`src/rtl/hecc_pkg.sv`:
```
package hecc_pkg;
  localparam int BYTE_W = 8;
  localparam int BITPOS_W = $clog2(BYTE_W);
  localparam int COL_W = 2 * BITPOS_W;
  typedef logic [BYTE_W-1:0] byte_t;
  typedef logic [COL_W-1:0] col_t;
endpackage

```
`src/rtl/hecc_col_terms.sv`:
```
module hecc_col_terms
  import hecc_pkg::*;
(
  input  byte_t data,
  output col_t  terms,
  output logic  byte_par
);
  // Each bit position n feeds the odd term of pair j when n[j] is set,
  // and the even term otherwise.
  always_comb begin
    terms = '0;
    for (int n = 0; n < BYTE_W; n++) begin
      for (int j = 0; j < BITPOS_W; j++) begin
        if (n[j]) terms[2*j+1] = terms[2*j+1] ^ data[n];
        else      terms[2*j]   = terms[2*j]   ^ data[n];
      end
    end
  end

  assign byte_par = ^data;
endmodule

```
`src/rtl/hecc_accum.sv`:
```
module hecc_accum
  import hecc_pkg::*;
#(
  parameter int SEG_BYTES = 256,
  localparam int IDX_W = $clog2(SEG_BYTES),
  localparam int LINE_W = 2 * IDX_W,
  localparam int RES_W = COL_W + LINE_W
) (
  input  logic             clk,
  input  logic             rst,
  input  logic             clr,
  input  logic             take,
  input  byte_t            data,
  output logic             seg_end,
  output logic [RES_W-1:0] seg_word
);
  logic [IDX_W-1:0]  cnt;
  col_t              acc_col;
  logic [LINE_W-1:0] acc_line;

  logic [IDX_W-1:0]  idx;
  col_t              base_col, col_terms, sum_col;
  logic [LINE_W-1:0] base_line, line_hit, sum_line;
  logic              byte_par;

  hecc_col_terms u_col (
    .data     (data),
    .terms    (col_terms),
    .byte_par (byte_par)
  );

  // A clear in the same cycle makes this byte index 0 of a fresh segment.
  assign idx       = clr ? '0 : cnt;
  assign base_col  = clr ? '0 : acc_col;
  assign base_line = clr ? '0 : acc_line;

  for (genvar k = 0; k < IDX_W; k++) begin : g_line
    assign line_hit[2*k+1] = take & byte_par &  idx[k];
    assign line_hit[2*k]   = take & byte_par & ~idx[k];
  end

  assign sum_col  = base_col ^ (take ? col_terms : '0);
  assign sum_line = base_line ^ line_hit;
  assign seg_end  = take && (idx == IDX_W'(SEG_BYTES - 1));
  assign seg_word = {sum_line, sum_col};

  always_ff @(posedge clk) begin
    if (rst || seg_end) begin
      cnt      <= '0;
      acc_col  <= '0;
      acc_line <= '0;
    end else begin
      cnt      <= take ? idx + 1'b1 : idx;
      acc_col  <= sum_col;
      acc_line <= sum_line;
    end
  end

  AST_CLR_EMPTIES: assert property (@(posedge clk) disable iff (rst)
    (clr && !take) |=> (cnt == '0 && acc_col == '0 && acc_line == '0));
  AST_IDLE_KEEPS: assert property (@(posedge clk) disable iff (rst)
    (!clr && !take) |=> ($stable(cnt) && $stable(acc_col) && $stable(acc_line)));
endmodule

```
`src/rtl/hecc_pack.sv`:
```
module hecc_pack #(
  parameter int RES_W = 22,
  localparam int STORE_BYTES = (RES_W + 2 + 7) / 8,
  localparam int STORE_W = 8 * STORE_BYTES
) (
  input  logic               clk,
  input  logic               rst,
  input  logic               load,
  input  logic [RES_W-1:0]   word,
  output logic [STORE_W-1:0] stored
);
  logic [STORE_W-1:0] shifted;

  always_comb begin
    shifted = '0;
    shifted[RES_W+1:0] = {word, 2'b00};
  end

  always_ff @(posedge clk) begin
    if (rst)       stored <= '1;
    else if (load) stored <= ~shifted;
  end
endmodule

```
`src/rtl/hecc_page_acc.sv`:
```
module hecc_page_acc
  import hecc_pkg::*;
#(
  parameter int SEG_BYTES = 256,
  localparam int IDX_W = $clog2(SEG_BYTES),
  localparam int RES_W = COL_W + 2 * IDX_W,
  localparam int STORE_W = 8 * ((RES_W + 2 + 7) / 8)
) (
  input  logic               clk,
  input  logic               rst,
  input  logic               ecc_clr,
  input  logic               ecc_en,
  input  logic               in_valid,
  input  logic [7:0]         in_byte,
  output logic [RES_W-1:0]   res_word,
  output logic [STORE_W-1:0] ecc_stored,
  output logic               seg_done
);
  logic             take, seg_end;
  logic [RES_W-1:0] seg_word;

  assign take = in_valid & ecc_en;

  hecc_accum #(.SEG_BYTES(SEG_BYTES)) u_acc (
    .clk      (clk),
    .rst      (rst),
    .clr      (ecc_clr),
    .take     (take),
    .data     (in_byte),
    .seg_end  (seg_end),
    .seg_word (seg_word)
  );

  hecc_pack #(.RES_W(RES_W)) u_pack (
    .clk    (clk),
    .rst    (rst),
    .load   (seg_end),
    .word   (seg_word),
    .stored (ecc_stored)
  );

  always_ff @(posedge clk) begin
    if (rst) begin
      res_word <= '0;
      seg_done <= 1'b0;
    end else begin
      seg_done <= seg_end;
      if (seg_end) res_word <= seg_word;
    end
  end

  AST_DONE_ONE_CYCLE: assert property (@(posedge clk) disable iff (rst)
    seg_done |=> !seg_done);
  AST_RESULT_HELD: assert property (@(posedge clk) disable iff (rst)
    !seg_done |-> $stable(res_word));
  AST_STORED_FORM: assert property (@(posedge clk) disable iff (rst)
    seg_done |-> (ecc_stored == ~(STORE_W'({res_word, 2'b00}))));
  AST_STORED_HELD: assert property (@(posedge clk) disable iff (rst)
    !seg_done |-> $stable(ecc_stored));
endmodule

```
`config.mk`:
```
export PLATFORM = sky130hd
export DESIGN_NAME = hecc_page_acc
export DESIGN_NICKNAME = d
export VERILOG_FILES = /design/src/rtl/hecc_pkg.sv /design/src/rtl/hecc_col_terms.sv /design/src/rtl/hecc_accum.sv /design/src/rtl/hecc_pack.sv /design/src/rtl/hecc_page_acc.sv
export SDC_FILE = /design/constraint.sdc
export NUM_CORES = 1
export LEC_CHECK = 0
export ABC_AREA = 0
export ABC_CLOCK_PERIOD_IN_PS = 2400
export CAP_MARGIN = 40
export CORE_MARGIN = 2
export CORE_UTILIZATION = 45
export DETAILED_ROUTE_END_ITERATION = 6
export PLACE_DENSITY = 0.75
export SLEW_MARGIN = 30
export SYNTH_ARGS = -nofsm -noshare
export SYNTH_HDL_FRONTEND = slang
export SYNTH_SLANG_ARGS = --single-unit
```
`constraint.sdc`:
```
create_clock -name clk -period 2.4 [get_ports clk]
set_input_delay 0.36 -clock clk [delete_from_list [all_inputs] [get_ports clk]]
set_output_delay 0.36 -clock clk [all_outputs]
set_load 0.02 [all_outputs]
```
==> run_results.csv <==
group,metric,value,unit
route,wl,6740,um
synth,avgSynthCellArea,8.79,um^2
route,drtPass1Iterations,4,
synth,yosysTopAreaCellShare,48.4,%
floorplan,row_count,30,
timing,fmax,495,MHz
cts,cts.sinks,75,
timing,setup_violations,0,
route,dr_total_vias,2561,
power,power_density,626,mW/mm^2
cts,cts_setup_buffers,0,
timing,whs,0.450,ns
placement,io_buffers,57,
synth,syn-cell-area,0.00310,mm^2
final_layout,final_util,60.1,%
critical_path,startpoint_type,"input pin",
synth,synth-edff-count,0,
synth,yosysWarnings,0,
placement,dpl.hpwl,4900,um
min_path,min_path_type,"reg -> reg",
min_path,holdCritStartpoint,"res_word[14]$_SDFFE_PP0P_",
power,vdd_drop_max,0.326,mV
final_layout,fillers,595,
final_layout,seq_area,0.00150,mm^2
power,total_power,2530,uW
cts,htree_levels,3,
critical_path,cp_slowest_stage_delay,0.45,ns
synth,ys_ff_latch,75,
floorplan,start_util,46.2,%
critical_path,cp_max_fo,8,
floorplan,chipWidth,87.0,um
critical_path,cp_slowest_cell,"clkdlybuf4s50_1",
timing,timing.final.crit_period,2.02,ns
critical_path,path_cells,"clkdlybuf4s50_1, xnor2_1, xnor2_1, xor2_1, buf_4, and2_1, buf_4, o21ai_0, a21oi_1",
final_layout,multi_input_area,0.00147,mm^2
synth,yosys-top-cells-area,"dfxtp_1 48%, xnor2_1 7.1%, a21oi_1 4.7%",
global_routing,grtUsageTotal,19.4,%
placement,gp_congestion,0.845,
route,antenna_left,0,
timing,rsz0062_at_grt,"false",
run,cap_violations,0,
cts,clock_latency,0.35,ns
synth,synth_cells,353,
timing,setup_tns,0,ns
status,status,"finished, final reports clean",
power,p_leak,0.00145,uW
global_routing,grt_antenna_before_repair,0,
floorplan,core_area,0.00672,mm^2
cts,cts.hold.buffers_added,0,
route,avgViaCountPerCell,5.09,
cts,clockBufferDepth,2,
global_routing,grt_pass1_vias,2445,
critical_path,crit_arrival,2.30,ns
synth,synth_cell_types,38,
floorplan,die_height,87.0,um
final_layout,syn_to_final_growth,30.1,%
timing,post-route-period-util,84.1,%
cts,clock-root-buffer,"clkbuf_8",
synth,synth_ff_type,"dfxtp_1",
route,wl_per_cell,13.4,um
critical_path,path_delay_family,"buffers and inverters",
critical_path,r2r_slack,0.43,ns
critical_path,endpoint_kind,"flip-flop",
critical_path,cp_num_buf_inv,3,
critical_path,crit_required,2.68,ns
critical_path,path_class,"in -> reg",
placement,dp.cells,487,
cts,cts_buffers,9,
cts,postCtsResizedCells,0,
synth,async_flop_share,0,%
route,dr.first_iter.drc_count,103,
global_routing,grt_pass1_wl,11400,um
critical_path,r2r-start,"u_acc.cnt[1]$_SDFF_PP0_",
final_layout,drive_above_1_share,10.6,%
route,drc,0,
timing,maxSlewViolCount,0,
global_routing,grt_max_degree,29,
floorplan,boundaryPins,60,
global_routing,gr-total-overflow,0,
synth,synth_area_leader_cell,"dfxtp_1",
cts,cts_tree,"built",
final_layout,n_antenna_cell,0,
final_layout,nets,431,
synth,ys_seq_area_share,48.4,%
timing,clock_skew,0.0103,ns
cts,path_clk_slew,0.08,ns
timing,hold_viol,0,
final_layout,finalNonFillerCells,503,
critical_path,crit_start,"in_byte[6]",
floorplan,die-area,0.00757,mm^2
cells in the mapped netlist (2+ instances only):
library cell / count
dfxtp_1: 75
nand2b_1: 12
buf_2: 7
nand2_1: 37
buf_4: 4
a21oi_1: 29
o21a_1: 6
and2_1: 3
xnor2_1: 25
o211ai_1: 4
a21o_1: 5
nand3_1: 8
clkbuf_1: 13
nor2b_1: 18
nand4_1: 7
and3_1: 2
xor2_1: 12
and4_1: 3
nor2_1: 38
nor3_1: 3
o21ai_0: 24
a211oi_1: 2
registers in the layout (all words and copies together), names as in the netlist:
| register | count |
|---|---|
| u_pack.stored | 22 |
| u_acc.cnt | 8 |
| u_acc.acc_col | 6 |
| seg_done | 1 |
| res_word | 22 |
| u_acc.acc_line | 16 |
logic make-up (layout without fill, tap and decap cells):
logic type | after synthesis | after routing | share of synthesized area [%]
other | 1 | 2 | 0.121
DFF | 75 | 75 | 48.4
AOI/OAI and AO/OA | 74 | 74 | 14.0
xor gates and xnor gates | 38 | 38 | 11.0
buffers and inverters | 28 | 97 | 4.44
and+or+nand+nor | 137 | 137 | 22.1
metal layers:
metal,global-route usage (%),routed length [um],up-vias
met4,9.38,72,0
met3,4.08,365,6
met5,0,0,-
met1,23.6,2990,1188
li1,-,-,1296
met2,32.5,3300,71
worst paths after layout:
path	endpoint	cells after the start
worst min-delay path	res_word[14]$_SDFFE_PP0P_	2
worst min register to register	res_word[14]$_SDFFE_PP0P_	2
worst max-delay path	u_acc.acc_line[12]$_SDFF_PP0_	9
worst max register to register	res_word[7]$_SDFFE_PP0P_	6
report_power, final:
part           total, uW  switching (uW)  leakage, uW  internal (uW)
Clock               1000             483    0.0000995            517
Combinational        253             139     0.000746            114
Sequential          1270            10.7     0.000606           1260
Total               2530             633      0.00145           1900
worst reg2reg max path, delay by kind of cell, from the launching register on:
family / cells / cell delay [ns]
buffers and inverters: 1 / 0.20
and+or+nand+nor: 4 / 1.03
DFF: 1 / 0.47
AOI/OAI and AO/OA: 1 / 0.20
layout by cell type, fill, tap and decap left out, types with 10 or more instances in the layout:
| cell | instances |
|---|---|
| xnor2_1 | 25 |
| nor2_1 | 38 |
| nand2_1 | 37 |
| xor2_1 | 12 |
| a21oi_1 | 29 |
| o21ai_0 | 24 |
| nand2b_1 | 12 |
| clkdlybuf4s50_1 | 57 |
| dfxtp_1 | 75 |
| clkbuf_8 | 10 |
| buf_4 | 22 |
| nor2b_1 | 18 |
layout make-up:
| cell class | instances | share of cell area [%] |
|---|---|---|
| inverter | 1 | 0.0930 |
| multi-input combinational | 251 | 36.3 |
| timing repair buffer | 80 | 18.7 |
| clock buffer | 10 | 3.41 |
| tap | 80 | 2.48 |
| clock inverter | 6 | 1.77 |
| sequential | 75 | 37.2 |
metrics by stage:
step / worst slack (ns) / cell area (um^2)
floorplan: 0.597 / 3110
global placement: 0.0764 / 3830
detailed placement: 0.0274 / 3830
CTS: 0.380 / 4040
global route: 0.178 / 4040
finish: 0.382 / 4040
Note: power is estimated with default switching activity, not from simulation.
